### src/rtl/spare_pipe_pkg.sv
// Package: shared types and constants for the spare-stage pipeline.
// Assumes: nothing beyond IEEE 1800-2017.
package spare_pipe_pkg;

    // Controller states of the test, search and tuning sequencer.
    typedef enum logic [2:0] {
        ST_IDLE,
        ST_TEST,
        ST_COMPARE,
        ST_NEXT_CANDIDATE,
        ST_COMMIT,
        ST_TUNE_DOWN,
        ST_TUNE_UP,
        ST_FAIL
    } ctrl_state_e;

    // Majority of three bits as an 8-entry lookup, indexed by {a, b, c}.
    localparam logic [7:0] VOTE_LUT = 8'b1110_1000;

endpackage

### src/rtl/sp_stage.sv
// One physical pipeline stage: a registered stand-in compute step with a
// pass-through path beside it. A fault input corrupts the computed result.
// Assumes: 0 < ROT < W. Latency is one cycle whether bypassed or not.
module sp_stage #(
    parameter int          W         = 32,
    parameter int          ROT       = 5,
    parameter logic [W-1:0] STEP_K   = 32'h9E37_79B9,
    parameter logic [W-1:0] FAULT_XOR = 32'h0001_0100
) (
    input  logic         clk,
    input  logic         rst_n,
    input  logic [W-1:0] d_in,
    input  logic         v_in,
    input  logic         t_in,
    input  logic         byp,
    input  logic         fault,
    output logic [W-1:0] d_q,
    output logic         v_q,
    output logic         t_q
);
    logic [W-1:0] work;
    logic [W-1:0] nxt;

    // Compute step, optional corruption, then the 2:1 bypass mux.
    always_comb begin
        work = ((d_in << ROT) | (d_in >> (W - ROT))) + STEP_K;
        if (fault) work = work ^ FAULT_XOR;
        nxt = byp ? d_in : work;
    end

    // Stage register for data, valid and test tag.
    always_ff @(posedge clk) begin
        if (!rst_n) begin
            d_q <= '0;
            v_q <= 1'b0;
            t_q <= 1'b0;
        end else begin
            d_q <= nxt;
            v_q <= v_in;
            t_q <= t_in;
        end
    end
endmodule

### src/rtl/sp_bypass_sel.sv
// Bypass select store: three copies of each stage's select bit, loaded only
// when the pipeline is empty and decided by a majority lookup.
// Assumes: 'want' always carries exactly NSPARE set bits.
module sp_bypass_sel
    import spare_pipe_pkg::*;
#(
    parameter int NPHYS  = 5,
    parameter int NSPARE = 1
) (
    input  logic             clk,
    input  logic             rst_n,
    input  logic             load,
    input  logic [NPHYS-1:0] want,
    input  logic [NPHYS-1:0] flip,
    output logic [NPHYS-1:0] map
);
    localparam int NLOG = NPHYS - NSPARE;
    localparam logic [NPHYS-1:0] DEF_MAP = {{NSPARE{1'b1}}, {NLOG{1'b0}}};

    for (genvar j = 0; j < NPHYS; j++) begin : g_bit
        logic ca, cb, cc;

        // Hold three copies of this stage's select; update only when drained.
        always_ff @(posedge clk) begin
            if (!rst_n) begin
                ca <= DEF_MAP[j];
                cb <= DEF_MAP[j];
                cc <= DEF_MAP[j];
            end else if (load) begin
                ca <= want[j];
                cb <= want[j];
                cc <= want[j];
            end
        end

        // Copy a may be upset; the 8-entry vote hides a single bad copy.
        assign map[j] = VOTE_LUT[{ca ^ flip[j], cb, cc}];
    end

    // the voted map always bypasses exactly the spare count of stages.
    p_spare_count_r4: assert property (@(posedge clk) disable iff (!rst_n)
        $countones(map) == NSPARE);
endmodule

### src/rtl/sp_diag_ctrl.sv
// Test, search and tuning sequencer. It sends a fixed test word through the
// emptied pipeline and compares the result. On a mismatch it bypasses one
// candidate stage at a time and commits the first one that passes. In tuning
// mode it lowers the margin until a failure appears, then isolates the weak
// stage or raises the margin again.
// Assumes: the test result returns on res_valid after launch; NSPARE < NPHYS.
module sp_diag_ctrl
    import spare_pipe_pkg::*;
#(
    parameter int           W        = 32,
    parameter int           NPHYS    = 5,
    parameter int           NSPARE   = 1,
    parameter int           MW       = 3,
    parameter logic [W-1:0] TEST_EXP = '0
) (
    input  logic             clk,
    input  logic             rst_n,
    input  logic             diag_start,
    input  logic             tune_start,
    input  logic             pipe_empty,
    input  logic             res_valid,
    input  logic [W-1:0]     res_data,
    input  logic [NPHYS-1:0] applied_map,
    output logic [NPHYS-1:0] want_map,
    output logic             test_fire,
    output logic             busy,
    output logic             failed,
    output logic [MW-1:0]    margin
);
    localparam int NLOG = NPHYS - NSPARE;
    localparam int SW   = $clog2(NPHYS + 1);
    localparam logic [MW-1:0] MAXM = {MW{1'b1}};

    ctrl_state_e      state_q;
    logic [NPHYS-1:0] bad_q;
    logic [SW-1:0]    cand_q, scan_q;
    logic             cand_on_q, tune_q, settle_q, launched_q;
    logic [W-1:0]     res_q;
    logic [MW-1:0]    margin_q;
    logic [NPHYS-1:0] skip_set;
    int               kept;

    // Requested map: committed faults plus candidate; first NLOG others active.
    always_comb begin
        kept = 0;
        for (int j = 0; j < NPHYS; j++) begin
            skip_set[j] = bad_q[j] | (cand_on_q && (cand_q == SW'(j)));
            if (!skip_set[j] && kept < NLOG) begin
                want_map[j] = 1'b0;
                kept = kept + 1;
            end else begin
                want_map[j] = 1'b1;
            end
        end
    end

    // Launch the test word only into an empty pipeline with the map applied.
    assign test_fire = (state_q == ST_TEST) && !launched_q && pipe_empty &&
                       (applied_map == want_map);
    assign busy   = (state_q != ST_IDLE) && (state_q != ST_FAIL);
    assign failed = (state_q == ST_FAIL);
    assign margin = margin_q;

    // Sequencer state, fault record, candidate scan and margin setting.
    always_ff @(posedge clk) begin
        if (!rst_n) begin
            state_q    <= ST_IDLE;
            bad_q      <= '0;
            cand_q     <= '0;
            scan_q     <= '0;
            cand_on_q  <= 1'b0;
            tune_q     <= 1'b0;
            settle_q   <= 1'b0;
            launched_q <= 1'b0;
            res_q      <= '0;
            margin_q   <= MAXM;
        end else begin
            case (state_q)
                ST_IDLE: begin
                    if (diag_start) begin
                        tune_q   <= 1'b0;
                        settle_q <= 1'b0;
                        state_q  <= ST_TEST;
                    end else if (tune_start) begin
                        tune_q   <= 1'b1;
                        settle_q <= 1'b0;
                        state_q  <= ST_TUNE_DOWN;
                    end
                end
                ST_TEST: begin
                    if (test_fire) begin
                        launched_q <= 1'b1;
                    end else if (launched_q && res_valid) begin
                        res_q      <= res_data;
                        launched_q <= 1'b0;
                        state_q    <= ST_COMPARE;
                    end
                end
                ST_COMPARE: begin
                    if (res_q == TEST_EXP) begin
                        if (cand_on_q)              state_q <= ST_COMMIT;
                        else if (tune_q && !settle_q) state_q <= ST_TUNE_DOWN;
                        else                        state_q <= ST_IDLE;
                    end else if (cand_on_q) begin
                        state_q <= ST_NEXT_CANDIDATE;
                    end else if (settle_q) begin
                        state_q <= ST_TUNE_UP;
                    end else if ($countones(bad_q) < NSPARE) begin
                        scan_q  <= '0;
                        state_q <= ST_NEXT_CANDIDATE;
                    end else begin
                        state_q <= tune_q ? ST_TUNE_UP : ST_FAIL;
                    end
                end
                ST_NEXT_CANDIDATE: begin
                    if (scan_q == SW'(NPHYS)) begin
                        cand_on_q <= 1'b0;
                        state_q   <= tune_q ? ST_TUNE_UP : ST_FAIL;
                    end else if (bad_q[scan_q]) begin
                        scan_q <= scan_q + 1'b1;
                    end else begin
                        cand_q    <= scan_q;
                        cand_on_q <= 1'b1;
                        scan_q    <= scan_q + 1'b1;
                        state_q   <= ST_TEST;
                    end
                end
                ST_COMMIT: begin
                    bad_q[cand_q] <= 1'b1;
                    cand_on_q     <= 1'b0;
                    state_q       <= tune_q ? ST_TUNE_DOWN : ST_IDLE;
                end
                ST_TUNE_DOWN: begin
                    if (margin_q == '0) begin
                        state_q <= ST_IDLE;
                    end else begin
                        margin_q <= margin_q - 1'b1;
                        state_q  <= ST_TEST;
                    end
                end
                ST_TUNE_UP: begin
                    settle_q <= 1'b1;
                    if (margin_q == MAXM) begin
                        state_q <= ST_FAIL;
                    end else begin
                        margin_q <= margin_q + 1'b1;
                        state_q  <= ST_TEST;
                    end
                end
                default: state_q <= ST_FAIL;
            endcase
        end
    end

    // never more committed faults than spares.
    p_spare_budget_r8: assert property (@(posedge clk) disable iff (!rst_n)
        $countones(bad_q) <= NSPARE);

    // the unrecoverable status holds until reset.
    p_fail_sticky_r8: assert property (@(posedge clk) disable iff (!rst_n)
        failed |=> failed);

    // the margin moves by exactly one step when it moves.
    p_margin_step_r9: assert property (@(posedge clk) disable iff (!rst_n)
        (margin_q != $past(margin_q)) |->
        ((margin_q == MW'($past(margin_q) + 1'b1)) ||
         (margin_q == MW'($past(margin_q) - 1'b1))));
endmodule

### src/rtl/spare_pipe.sv
// Top: a chain of NLOG+NSPARE identical stages with per-stage bypass, the
// voted select store and the diagnosis/tuning controller. User words enter
// only while the controller is idle or failed; test words are tagged and
// kept off the output.
// Assumes: fault_inj and sel_flip model defects and are 0 in normal use.
module spare_pipe
    import spare_pipe_pkg::*;
#(
    parameter int           W         = 32,
    parameter int           NLOG      = 4,
    parameter int           NSPARE    = 1,
    parameter int           MW        = 3,
    parameter int           ROT       = 5,
    parameter logic [W-1:0] STEP_K    = 32'h9E37_79B9,
    parameter logic [W-1:0] FAULT_XOR = 32'h0001_0100,
    parameter logic [W-1:0] TEST_VEC  = 32'h5A5A_0F0F
) (
    input  logic                     clk,
    input  logic                     rst_n,
    input  logic                     in_valid,
    input  logic [W-1:0]             in_data,
    output logic                     out_valid,
    output logic [W-1:0]             out_data,
    input  logic                     diag_start,
    input  logic                     tune_start,
    input  logic [NLOG+NSPARE-1:0]   fault_inj,
    input  logic [NLOG+NSPARE-1:0]   sel_flip,
    output logic [NLOG+NSPARE-1:0]   bypass_map,
    output logic [MW-1:0]            margin,
    output logic                     busy,
    output logic                     failed
);
    localparam int NPHYS = NLOG + NSPARE;

    // Expected test result: the stage step applied NLOG times.
    function automatic logic [W-1:0] chain_ref(input logic [W-1:0] x);
        logic [W-1:0] t;
        t = x;
        for (int i = 0; i < NLOG; i++) t = ((t << ROT) | (t >> (W - ROT))) + STEP_K;
        return t;
    endfunction
    localparam logic [W-1:0] TEST_EXP = chain_ref(TEST_VEC);

    logic [NPHYS:0][W-1:0] dch;
    logic [NPHYS:0]        vch, tch;
    logic [NPHYS-1:0]      want_map;
    logic                  test_fire, pipe_empty, res_valid;

    // Chain head: test word when launching, otherwise user word when allowed.
    assign dch[0] = test_fire ? TEST_VEC : in_data;
    assign vch[0] = test_fire | (in_valid & ~busy);
    assign tch[0] = test_fire;

    for (genvar j = 0; j < NPHYS; j++) begin : g_stage
        sp_stage #(.W(W), .ROT(ROT), .STEP_K(STEP_K), .FAULT_XOR(FAULT_XOR)) u_stage (
            .clk  (clk),
            .rst_n(rst_n),
            .d_in (dch[j]),
            .v_in (vch[j]),
            .t_in (tch[j]),
            .byp  (bypass_map[j]),
            .fault(fault_inj[j]),
            .d_q  (dch[j+1]),
            .v_q  (vch[j+1]),
            .t_q  (tch[j+1])
        );
    end

    // Split the chain tail into user output and test result.
    assign pipe_empty = ~|vch[NPHYS:1];
    assign out_valid  = vch[NPHYS] & ~tch[NPHYS];
    assign out_data   = dch[NPHYS];
    assign res_valid  = vch[NPHYS] & tch[NPHYS];

    sp_bypass_sel #(.NPHYS(NPHYS), .NSPARE(NSPARE)) u_sel (
        .clk  (clk),
        .rst_n(rst_n),
        .load (pipe_empty),
        .want (want_map),
        .flip (sel_flip),
        .map  (bypass_map)
    );

    sp_diag_ctrl #(.W(W), .NPHYS(NPHYS), .NSPARE(NSPARE), .MW(MW),
                   .TEST_EXP(TEST_EXP)) u_ctrl (
        .clk        (clk),
        .rst_n      (rst_n),
        .diag_start (diag_start),
        .tune_start (tune_start),
        .pipe_empty (pipe_empty),
        .res_valid  (res_valid),
        .res_data   (dch[NPHYS]),
        .applied_map(bypass_map),
        .want_map   (want_map),
        .test_fire  (test_fire),
        .busy       (busy),
        .failed     (failed),
        .margin     (margin)
    );

    // the applied map only changes after a cycle with an empty pipeline.
    p_map_drained_r5: assert property (@(posedge clk) disable iff (!rst_n)
        !$stable(bypass_map) |-> $past(pipe_empty));

    // test results only leave the chain while the controller is busy.
    p_test_only_busy_r3: assert property (@(posedge clk) disable iff (!rst_n)
        res_valid |-> busy);
endmodule

### config.mk
export PLATFORM = sky130hd
export DESIGN_NAME = spare_pipe
export DESIGN_NICKNAME = d
export VERILOG_FILES = /design/src/rtl/spare_pipe_pkg.sv /design/src/rtl/sp_stage.sv /design/src/rtl/sp_bypass_sel.sv /design/src/rtl/sp_diag_ctrl.sv /design/src/rtl/spare_pipe.sv
export SDC_FILE = /design/constraint.sdc
export NUM_CORES = 1
export LEC_CHECK = 0
export CAP_MARGIN = 25
export CORE_UTILIZATION = 40
export CTS_BUF_LIST = sky130_fd_sc_hd__clkbuf_4
export CTS_CLUSTER_SIZE = 40
export DETAILED_ROUTE_END_ITERATION = 10
export GPL_TIMING_DRIVEN = 0
export MAX_ROUTING_LAYER = met4
export PLACE_DENSITY_LB_ADDON = 0.3
export SKIP_CTS_REPAIR_TIMING = 1
export SLEW_MARGIN = 20
export SYNTH_ARGS = -nofsm -noshare
export SYNTH_HDL_FRONTEND = slang
export SYNTH_SLANG_ARGS = --single-unit
### constraint.sdc
create_clock -name clk -period 4.1 [get_ports clk]
set_input_delay 0.82 -clock clk [delete_from_list [all_inputs] [get_ports clk]]
set_output_delay 0.82 -clock clk [all_outputs]
set_load 0.02 [all_outputs]
Yosys cells after proc, flatten, opt, wreduce, memory -nomap -nowiden
Cells that the tools add are included.
{ "op_classes": {"mux": 70, "n_addsub": 15, "bitwise_logic": 30, "n_lt_le_gt_ge": 13, "n_eq_ne": 27, "reduce_logical": 43} }
{ "op_table": {"columns": ["operator", "count"], "rows": [
  ["2-to-1 mux 32 bit", 9],
  ["adder 32 bit, second input constant", 5],
  ["OR 32 x 5 -> 32 bit", 5],
  ["less-than comparator 32 x 4 -> 1 bit, second input constant", 4],
  ["adder 32 x 2 -> 32 bit, second input constant", 3],
  ["2-to-1 mux 17 bit", 5],
  ["2-to-1 mux 3 bit", 21],
  ["adder 32 x 1 -> 32 bit", 1],
  ["adder 32 bit", 1],
  ["== test 32 bit, second input constant", 1],
  ["less-than comparator 32 x 2 -> 1 bit, second input constant", 1],
  ["less-than comparator 3 x 4 -> 1 bit, second input constant", 7],
  ["2-to-1 mux 1 bit", 23],
  ["== test 3 bit, second input constant", 7],
  ["case mux 3 bit (7 select lines)", 1],
  ["logical AND 1 bit", 16],
  ["inequality test 2 bit, second input constant", 8],
  ["== test 3 x 2 -> 1 bit, second input constant", 4],
  ["case mux 3 bit (2 select lines)", 2],
  ["nonzero test 2 bit", 6],
  ["binary-select mux 1 bit (select 2 bit)", 5],
  ["NOT 2 bit", 5],
  ["logical NOT 3 bit", 3],
  ["AND reduction 3 bit", 3],
  ["23 further kinds", 52]
]} }
{ "totals": {"elab_cells": 228, "input_bits": 47, "output_inout_bits": 43, "register_bits": 228} }

Depth between registers and ports, before layout
Gate-level depths: netlist of the first run.
{ "logic_depth": {"ltp_word": 24, "depth_mapped": 15, "depth_no_buf": 12} }

By module
From an unflattened synthesis of the first run, not the netlist that was laid out.
{ "unflattened": {"cells_unflattened": 1546, "area_unflattened_um2": 12623.4} }
{ "modules_own_cells": {"columns": ["mod", "instances", "cells_per_inst", "area_each_um2"], "rows": [
  ["sp_stage (g_stage[0].u_stage ...)", 4, 228, 1873.0],
  ["sp_diag_ctrl", 1, 322, 2611.3],
  ["sp_stage (g_stage[4].u_stage)", 1, 250, 2042.0],
  ["spare_pipe", 1, 41, 250.2],
  ["sp_bypass_sel", 1, 21, 227.7]
]} }

Worst setup path before layout of the first run
OpenSTA, ideal clock, no wires.
{ "synth_path": {"kind": "reg-to-reg", "startpoint": "register u_ctrl.cand_on_q", "endpoint": "register g_stage[0].u_stage.d_q[15]", "t_required_ns": 4.020, "setup_slack_ns": 0.871, "period_less_slack_ns": 3.229, "stages_incl_launch_ff": 13, "t_arrival_ns": 3.149, "path_cell_list": "dfxtp_1 nor2b_2 a21oi_2 ha_1 or4_1 o21ai_0 a211oi_2 xnor2_2 or4_1 buf_2 nand2_1 mux2_2 nor3b_1"} }
{ "synth_between": {"elab_chain_cells": 22} }
{ "synth_rtl": {"columns": ["item", "line_no", "source"], "rows": [
  ["start: declaration", "sp_diag_ctrl.sv:37", "logic cand_on_q, tune_q, settle_q, launched_q;"],
  ["start signal: assignment", "sp_diag_ctrl.sv:71", "cand_on_q <= 1'b0;"],
  ["start signal: assignment", "sp_diag_ctrl.sv:117", "cand_on_q <= 1'b0;"],
  ["start signal: assignment", "sp_diag_ctrl.sv:123", "cand_on_q <= 1'b1;"],
  ["logical AND 1 bit", "sp_diag_ctrl.sv:47", "skip_set[j] = bad_q[j] | (cand_on_q && (cand_q == SW'(j)));"],
  ["OR 1 bit", "sp_diag_ctrl.sv:47", null],
  ["2-to-1 mux 1 bit", "sp_diag_ctrl.sv:48", "if (!skip_set[j] && kept < NLOG) begin"],
  ["less-than comparator 32 x 4 -> 1 bit", "sp_diag_ctrl.sv:48", null],
  ["logical AND 1 bit", "sp_diag_ctrl.sv:48", null],
  ["2-to-1 mux 32 bit", "sp_diag_ctrl.sv:48", null],
  ["less-than comparator 32 x 4 -> 1 bit", "sp_diag_ctrl.sv:48", null],
  ["logical AND 1 bit", "sp_diag_ctrl.sv:48", null],
  ["[6 not listed]", null, null],
  ["2-to-1 mux 1 bit", "sp_diag_ctrl.sv:48", null],
  ["== test 5 bit *", "sp_diag_ctrl.sv:59", "(applied_map == want_map);"],
  ["logical AND 1 bit *", "sp_diag_ctrl.sv:58", "assign test_fire = (state_q == ST_TEST) && !launched_q && pipe_empty &&"],
  ["2-to-1 mux 32 bit *", "spare_pipe.sv:50", "assign dch[0] = test_fire ? TEST_VEC : in_data;"],
  ["OR 32 x 5 -> 32 bit", "sp_stage.sv:26", "work = ((d_in << ROT) | (d_in >> (W - ROT))) + STEP_K;"],
  ["adder 32 bit", "sp_stage.sv:26", null],
  ["2-to-1 mux 17 bit", "sp_stage.sv:27", "if (fault) work = work ^ FAULT_XOR;"],
  ["2-to-1 mux 32 bit *", "sp_stage.sv:28", "nxt = byp ? d_in : work;"],
  ["end signal: assignment", "sp_stage.sv:38", "d_q <= nxt;"],
  ["end: declaration", "sp_stage.sv:17", "output logic [W-1:0] d_q,"]
]} }
Mark *: on every way between the ends. The rest lies on a longest branch, timed or not.
A chain may end at the register's enable or synchronous reset.

Final worst setup path of the first run
{ "layout_path": {"startpoint": "register u_ctrl.cand_q[1]", "endpoint": "register g_stage[0].u_stage.d_q[21]"} }
{ "layout_between": {"elab_chain_cells": 22} }
{ "layout_rtl": {"columns": ["item", "line_no", "source"], "rows": [
  ["start: declaration", "sp_diag_ctrl.sv:36", "logic [SW-1:0] cand_q, scan_q;"],
  ["start signal: assignment", "sp_diag_ctrl.sv:122", "cand_q <= scan_q;"],
  ["logical NOT 3 bit", "sp_diag_ctrl.sv:47", null],
  ["logical AND 1 bit", "sp_diag_ctrl.sv:47", null],
  ["OR 1 bit", "sp_diag_ctrl.sv:47", null],
  ["2-to-1 mux 1 bit", "sp_diag_ctrl.sv:48", null],
  ["less-than comparator 32 x 4 -> 1 bit", "sp_diag_ctrl.sv:48", null],
  ["logical AND 1 bit", "sp_diag_ctrl.sv:48", null],
  ["2-to-1 mux 32 bit", "sp_diag_ctrl.sv:48", null],
  ["less-than comparator 32 x 4 -> 1 bit", "sp_diag_ctrl.sv:48", null],
  ["[6 not listed]", null, null],
  ["logical AND 1 bit", "sp_diag_ctrl.sv:48", null],
  ["2-to-1 mux 1 bit", "sp_diag_ctrl.sv:48", null],
  ["== test 5 bit *", "sp_diag_ctrl.sv:59", null],
  ["logical AND 1 bit *", "sp_diag_ctrl.sv:58", null],
  ["2-to-1 mux 32 bit *", "spare_pipe.sv:50", null],
  ["OR 32 x 5 -> 32 bit", "sp_stage.sv:26", null],
  ["adder 32 bit", "sp_stage.sv:26", null],
  ["2-to-1 mux 32 bit *", "sp_stage.sv:28", null]
]} }
Marks and branches as above.

==> flow_metrics.py, run 1 <==
metrics = {
    "timing": {
        "tightest_slew_ns": 0.943,
        "drv_slew": 0,
        "min_period_over_period_pct": 94.0,
        "final.setup_skew_ns": 0.0734,
        "setup_viol": 0,
        "fin_ws_ns": 0.246,
        "setup_tns_ns": 0,
        "period_minus_slack_ns": 3.85,
        "max_slew_margin_pct": 37.2,
        "fmax_mhz": 259,
        "hold_viol_final": 0,
        "grt_setup_unrepaired": "false",
    },
    "cts": {
        "insertion_delay_ns": 0.70,
        "tritoncts": "done",
        "clock_path_buffers": 3,
        "htreeDepth": 2,
        "cts_buffers": 57,
        "cts_root_buffer": "clkbuf_4",
        "cts_sinks": 228,
        "clk_pin_slew_worst_paths_ns": 0.06,
    },
    "place": {
        "routabilityCongestion": 0.945,
        "port_buffers": 82,
        "place_hpwl_um": 26300,
        "pre_cts_ws_ns": 0.241,
        "postPlaceCellArea_um2": 13000,
        "placed_cells": 1922,
    },
    "detailed_routing": {
        "vias": 10878,
        "final_antenna_net_count": 0,
        "wl_per_cell_um": 16.9,
        "remaining_drc_errors": 0,
        "drt-initial-drc-count": 744,
        "firstDrtPassIters": 7,
        "routed_wl_um": 34100,
        "drt-met1-wl_um": 14900,
        "wl_met3_um": 1950,
        "highest_layer": "met4",
        "viasPerCell": 5.38,
        "route.met2.wl_um": 16300,
    },
    "setup_path": {
        "worstPathMaxFanout": 9,
        "crit_arrival_ns": 4.41,
        "path_class": "reg -> reg",
        "start_kind": "register",
        "required_ns": 4.65,
        "end_kind": "register",
    },
    "floorplanning": {
        "core_area_um2": 28700,
        "start_util_pct": 40.6,
        "core.rowCount": 62,
        "die-area_um2": 29800,
        "ioPinCount": 90,
        "die_w_um": 173,
        "die_y_um": 173,
    },
    "power_and_ir_drop": {
        "leakage_nw": 5.33,
        "peakVddDrop_v": 0.000245,
        "cellPowerDensity_nw_per_um2": 742,
    },
    "logic_synthesis": {
        "syn_inst": 1456,
        "netlist_area_um2": 11600,
        "ys.flop_type": "dfxtp_1",
        "ys_seq_area_share_pct": 39.2,
        "synth_warnings": 0,
        "synth_edf_count": 0,
        "synthDistinctLibCells": 72,
        "synth_area_per_cell_um2": 8.00,
        "ys_ff_latch": 228,
        "syn_nets": 1516,
        "ys_async_sr_fraction_pct": 0,
    },
    "grt": {
        "grt_pass1_vias": 10611,
        "grt_pass1_wl_um": 55100,
        "grt_overflow": 0,
        "antenna_found_initial": 1,
        "grt_max_degree": 17,
        "grt_use_total_pct": 23.5,
    },
    "outcome": {
        "status": "completed",
    },
    "finish": {
        "fin_cells": 2022,
        "nNetsFinal": 1657,
        "syn2layout_area_growth_pct": 17.4,
        "drive_gt1_share_pct": 9.04,
        "final_area_um2": 13700,
        "post-route-util_pct": 47.6,
    },
    "job": {
        "max_cap_violations": 0,
    },
    "min_path": {
        "min_path_type": "reg -> reg",
    },
}
==> cells in the mapped netlist (10+ instances only) <==
library cell  number  share of area [%]
mux2i_1           28                2.4
nor2_1           190                6.1
ha_1              10                1.1
and2_1            10               0.54
nand2_1          191                6.2
xnor2_1           88                6.6
a21oi_1          154                6.6
nand3_1           29                1.2
clkbuf_1          58                1.9
o21ai_0           65                2.8
inv_1             19               0.61
nor2b_1           15               0.81
or4_1             18                1.2
nor3_1            39                1.7
buf_1             10               0.32
nor4_1            12               0.64
xor2_1            46                3.5
buf_4             37                2.4
and3_1            15               0.81
or3_1             14               0.75
a211oi_1          32                2.1
dfxtp_1          228                 39
==> logic make-up (layout without fill, tap and decap cells) <==
| kind of cell | Yosys count | after routing | share of synthesized area (%) |
|---|---|---|---|
| AOI/OAI and AO/OA | 348 | 348 | 18.4 |
| xor gates and xnor gates | 135 | 135 | 10.2 |
| adders and majority gates | 13 | 13 | 1.59 |
| buffers and inverters | 135 | 316 | 5.72 |
| DFF | 228 | 228 | 39.2 |
| muxes | 30 | 30 | 2.70 |
| other | 0 | 1 | 0 |
| and+or+nand+nor | 567 | 567 | 22.2 |
==> flip-flops by register name, indices dropped and copies added, names as in the netlist <==
signal               count
g_stage.u_stage.t_q      5
u_ctrl.scan_q            3
g_stage.u_stage.d_q    160
g_stage.u_stage.v_q      5
u_ctrl.settle_q          1
u_ctrl.res_q            32
u_ctrl.tune_q            1
u_ctrl.cand_q            3
u_ctrl.bad_q             5
u_ctrl.state_q           3
u_ctrl.launched_q        1
u_ctrl.cand_on_q         1
u_sel.g_bit.ca           5
u_ctrl.margin            3
==> metrics by stage <==
step	hold slack, ns	total power [mW]
after floorplan	0.412	6.88
after global placement	0.413	8.22
after detailed placement	0.425	8.26
after CTS	0.440	10.2
after global routing	0.460	10.9
final	0.440	10.1
==> metal layers <==
layer,vias to the layer above,GRT usage [%]
met5,-,-
met4,0,8.74
met3,76,3.52
met2,402,38.9
met1,5051,28.9
li1,5349,-
==> power by group <==
group          internal, mW  switching (mW)  total [mW]
combinational          1.99            2.56        4.55
sequential             2.90           0.832        3.73
clock                 0.979           0.888        1.87
==> worst max-delay path, cell delays in order (launching register included) <==
cell	delay (ns)
dfxtp_1	0.29
buf_2	0.16
nor2_1	0.28
a21oi_2	0.15
ha_1	0.32
or4_1	0.49
o21ai_0	0.22
a211oi_2	0.09
xnor2_2	0.17
nor4_1	0.75
o31ai_1	0.23
a21bo_2	0.26
a311oi_1	0.29
==> final timing paths <==
check / startpoint / endpoint / slack, ns / cells after the start
max: u_ctrl.cand_q[1] / g_stage[0].u_stage.d_q[21] / 0.25 / 12
max reg2reg: u_ctrl.cand_q[1] / g_stage[0].u_stage.d_q[21] / 0.25 / 12
min: g_stage[2].u_stage.t_q / g_stage[3].u_stage.t_q / 0.44 / 1
min reg2reg: g_stage[2].u_stage.t_q / g_stage[3].u_stage.t_q / 0.44 / 1
==> cell usage in the layout, fill, tap and decap left out, types with 46 or more instances in the layout <==
cell             count
nor2_1             190
nand2_1            191
o21ai_0             65
clkbuf_1            58
clkdlybuf4s50_1     82
clkbuf_4            82
dfxtp_1            227
xor2_1              46
xnor2_1             88
a21oi_1            154
==> final cells by class <==
type,instances,area [µm²]
fill,2916,15000
tap,384,480
buffer,111,576
inverter,24,90.1
clock buffer,82,616
multi-input combinational,1093,6420
antenna,1,2.50
clock inverter,17,100
timing repair buffer,82,821
sequential,228,4570
No activity file was read; power rests on OpenSTA's default activity.
==> inputs of run 2 (changes only) <==
--- a/config.mk
+++ b/config.mk
@@ -10,8 +10,8 @@
 export CTS_BUF_LIST = sky130_fd_sc_hd__clkbuf_4
 export CTS_CLUSTER_SIZE = 40
 export DETAILED_ROUTE_END_ITERATION = 10
+export DONT_BUFFER_PORTS = 1
 export GPL_TIMING_DRIVEN = 0
-export MAX_ROUTING_LAYER = met4
 export PLACE_DENSITY_LB_ADDON = 0.3
 export SKIP_CTS_REPAIR_TIMING = 1
 export SLEW_MARGIN = 20
==> flow_metrics.py, run 2 (synthesis results as in run 1) <==
metrics = {
    "finish": {
        "regMostFlops": "g_stage.u_stage.d_q",
        "final_common_cell": "dfxtp_1",
        "seq_area_um2": 4560,
        "final_cell_mix": "dfxtp_1 (228), nand2_1 (191), nor2_1 (190), a21oi_1 (154), xnor2_1 (88)",
        "nNetsFinal": 1576,
        "fillCellCount": 2971,
        "reg_top3": "g_stage.u_stage.d_q (160), u_ctrl.res_q (32)",
        "largest_reg_flops": 160,
        "fin_cells": 1941,
        "drive_gt1_share_pct": 9.32,
        "syn2layout_area_growth_pct": 9.98,
        "multi_input_area_um2": 6430,
    },
    "setup_path": {
        "required_ns": 4.63,
        "path_class": "reg -> reg",
        "cp_slowest_cell": "or4_1",
        "start_kind": "register",
        "slowest_delay_ns": 0.53,
        "crit_arrival_ns": 4.35,
        "cp_cell_sequence": "nor2b_2 -> a21oi_2 -> ha_1 -> or4_1 -> o21ai_0 -> a211oi_2 -> xnor2_2 -> or4_1 -> buf_2 -> buf_6 -> buf_6 -> a31oi_1 -> nor2_1",
        "end_kind": "register",
        "worstPathMaxFanout": 10,
    },
    "detailed_routing": {
        "firstDrtPassIters": 7,
        "drt-initial-drc-count": 861,
        "routed_wl_um": 33400,
        "remaining_drc_errors": 0,
        "final_antenna_net_count": 0,
        "wl_per_cell_um": 17.2,
        "viasPerCell": 5.43,
        "vias": 10531,
    },
    "timing": {
        "min_period_over_period_pct": 93.3,
        "final.setup_skew_ns": 0.0668,
        "period_minus_slack_ns": 3.82,
        "tightest_slew_ns": 0.953,
        "hold_viol_final": 0,
        "setup_tns_ns": 0,
        "drv_slew": 0,
        "hold_ws_ns": 0.208,
        "max_slew_margin_pct": 36.5,
        "grt_setup_unrepaired": "false",
        "setup_viol": 0,
        "fmax_mhz": 262,
    },
    "cts": {
        "htreeDepth": 2,
        "clock_path_buffers": 3,
        "cts_buffers": 58,
        "cts_sinks": 228,
        "cts_root_buffer": "clkbuf_4",
        "insertion_delay_ns": 0.71,
        "tritoncts": "done",
        "clk_pin_slew_worst_paths_ns": 0.07,
    },
    "floorplanning": {
        "die-area_um2": 29800,
        "ioPinCount": 90,
        "core.rowCount": 62,
        "die_y_um": 173,
        "core_area_um2": 28700,
        "start_util_pct": 40.6,
        "die_w_um": 173,
    },
    "job": {
        "max_cap_violations": 0,
    },
    "place": {
        "placed_cells": 1840,
        "place_hpwl_um": 25800,
        "routabilityCongestion": 0.944,
        "port_buffers": 0,
    },
    "grt": {
        "grt_use_total_pct": 22.1,
        "grt_overflow": 0,
        "grt_pass1_vias": 10202,
        "grt_pass1_wl_um": 53300,
        "antenna_found_initial": 1,
        "grt_max_degree": 16,
    },
    "power_and_ir_drop": {
        "leakage_nw": 5.00,
        "peakVddDrop_v": 0.000307,
        "cellPowerDensity_nw_per_um2": 763,
    },
    "min_path": {
        "min_path_type": "in -> reg",
    },
    "outcome": {
        "status": "completed",
    },
}
-- run 2: cell types whose count changed in the layout (fill, tap and decap cells not counted), moves of 3 or more --
cell,delta
clkbuf_4,-7
clkdlybuf4s50_1,-82
clkinv_1,+3
clkinv_2,+5
-- run 2: path summary, 6_finish.rpt --
check,start,end,slack [ns],depth (start not counted)
worst min register to register,g_stage[1].u_stage.t_q,g_stage[2].u_stage.t_q,0.40,1
worst max register to register,u_ctrl.cand_on_q,g_stage[0].u_stage.d_q[14],0.28,13
worst min-delay path,diag_start,u_ctrl.tune_q,0.21,1
worst max-delay path,u_ctrl.cand_on_q,g_stage[0].u_stage.d_q[14],0.28,13
-- run 2: metrics by stage --
stage          utilization (%)  setup slack [ns]  cell area (µm²)  power (mW)
6_report                  44.6             0.276            12800        9.77
5_1_grt                   44.6            0.0400            12800        10.5
4_1_cts                   44.6             0.187            12800        9.78
3_5_place_dp              42.3             0.255            12100        8.01
3_3_place_gp              42.2             0.256            12100        7.98
2_1_floorplan                -             0.871            11600        6.88
-- run 2: routing by layer --
| metal | up-vias | share of wire [%] | global-route usage (%) |
|---|---|---|---|
| li1 | 5205 | - | - |
| met1 | 4889 | 43 | 27.8 |
| met2 | 361 | 47 | 37.1 |
| met3 | 76 | 6.5 | 4.29 |
| met4 | 0 | 3.2 | 9.08 |
| met5 | - | 0 | 0 |
-- run 2: cell type report --
class                   count  share of cell area, %
diodes                      2                 0.0391
plain buffers             111                   4.49
clock buffers              75                   4.40
clock inverters            24                  0.791
inverters                  24                  0.703
multi-input cells        1093                   50.2
flip-flops and latches    228                   35.6
well taps                 384                   3.75
-- run 2: where the power goes --
group / total [mW] / internal [mW] / switching [mW]
registers: 3.72 / 2.90 / 0.825
logic: 4.30 / 1.80 / 2.49
clock network: 1.75 / 0.853 / 0.900
-- run 2: critical path, delay by kind of cell, from the launching register on --
kind            cells  cell delay [ns]
buf+inv             3             0.52
fa+ha+maj           1             0.32
flops               1             0.50
simple gates        4             1.41
xor+xnor            1             0.19
compound gates      4             0.69
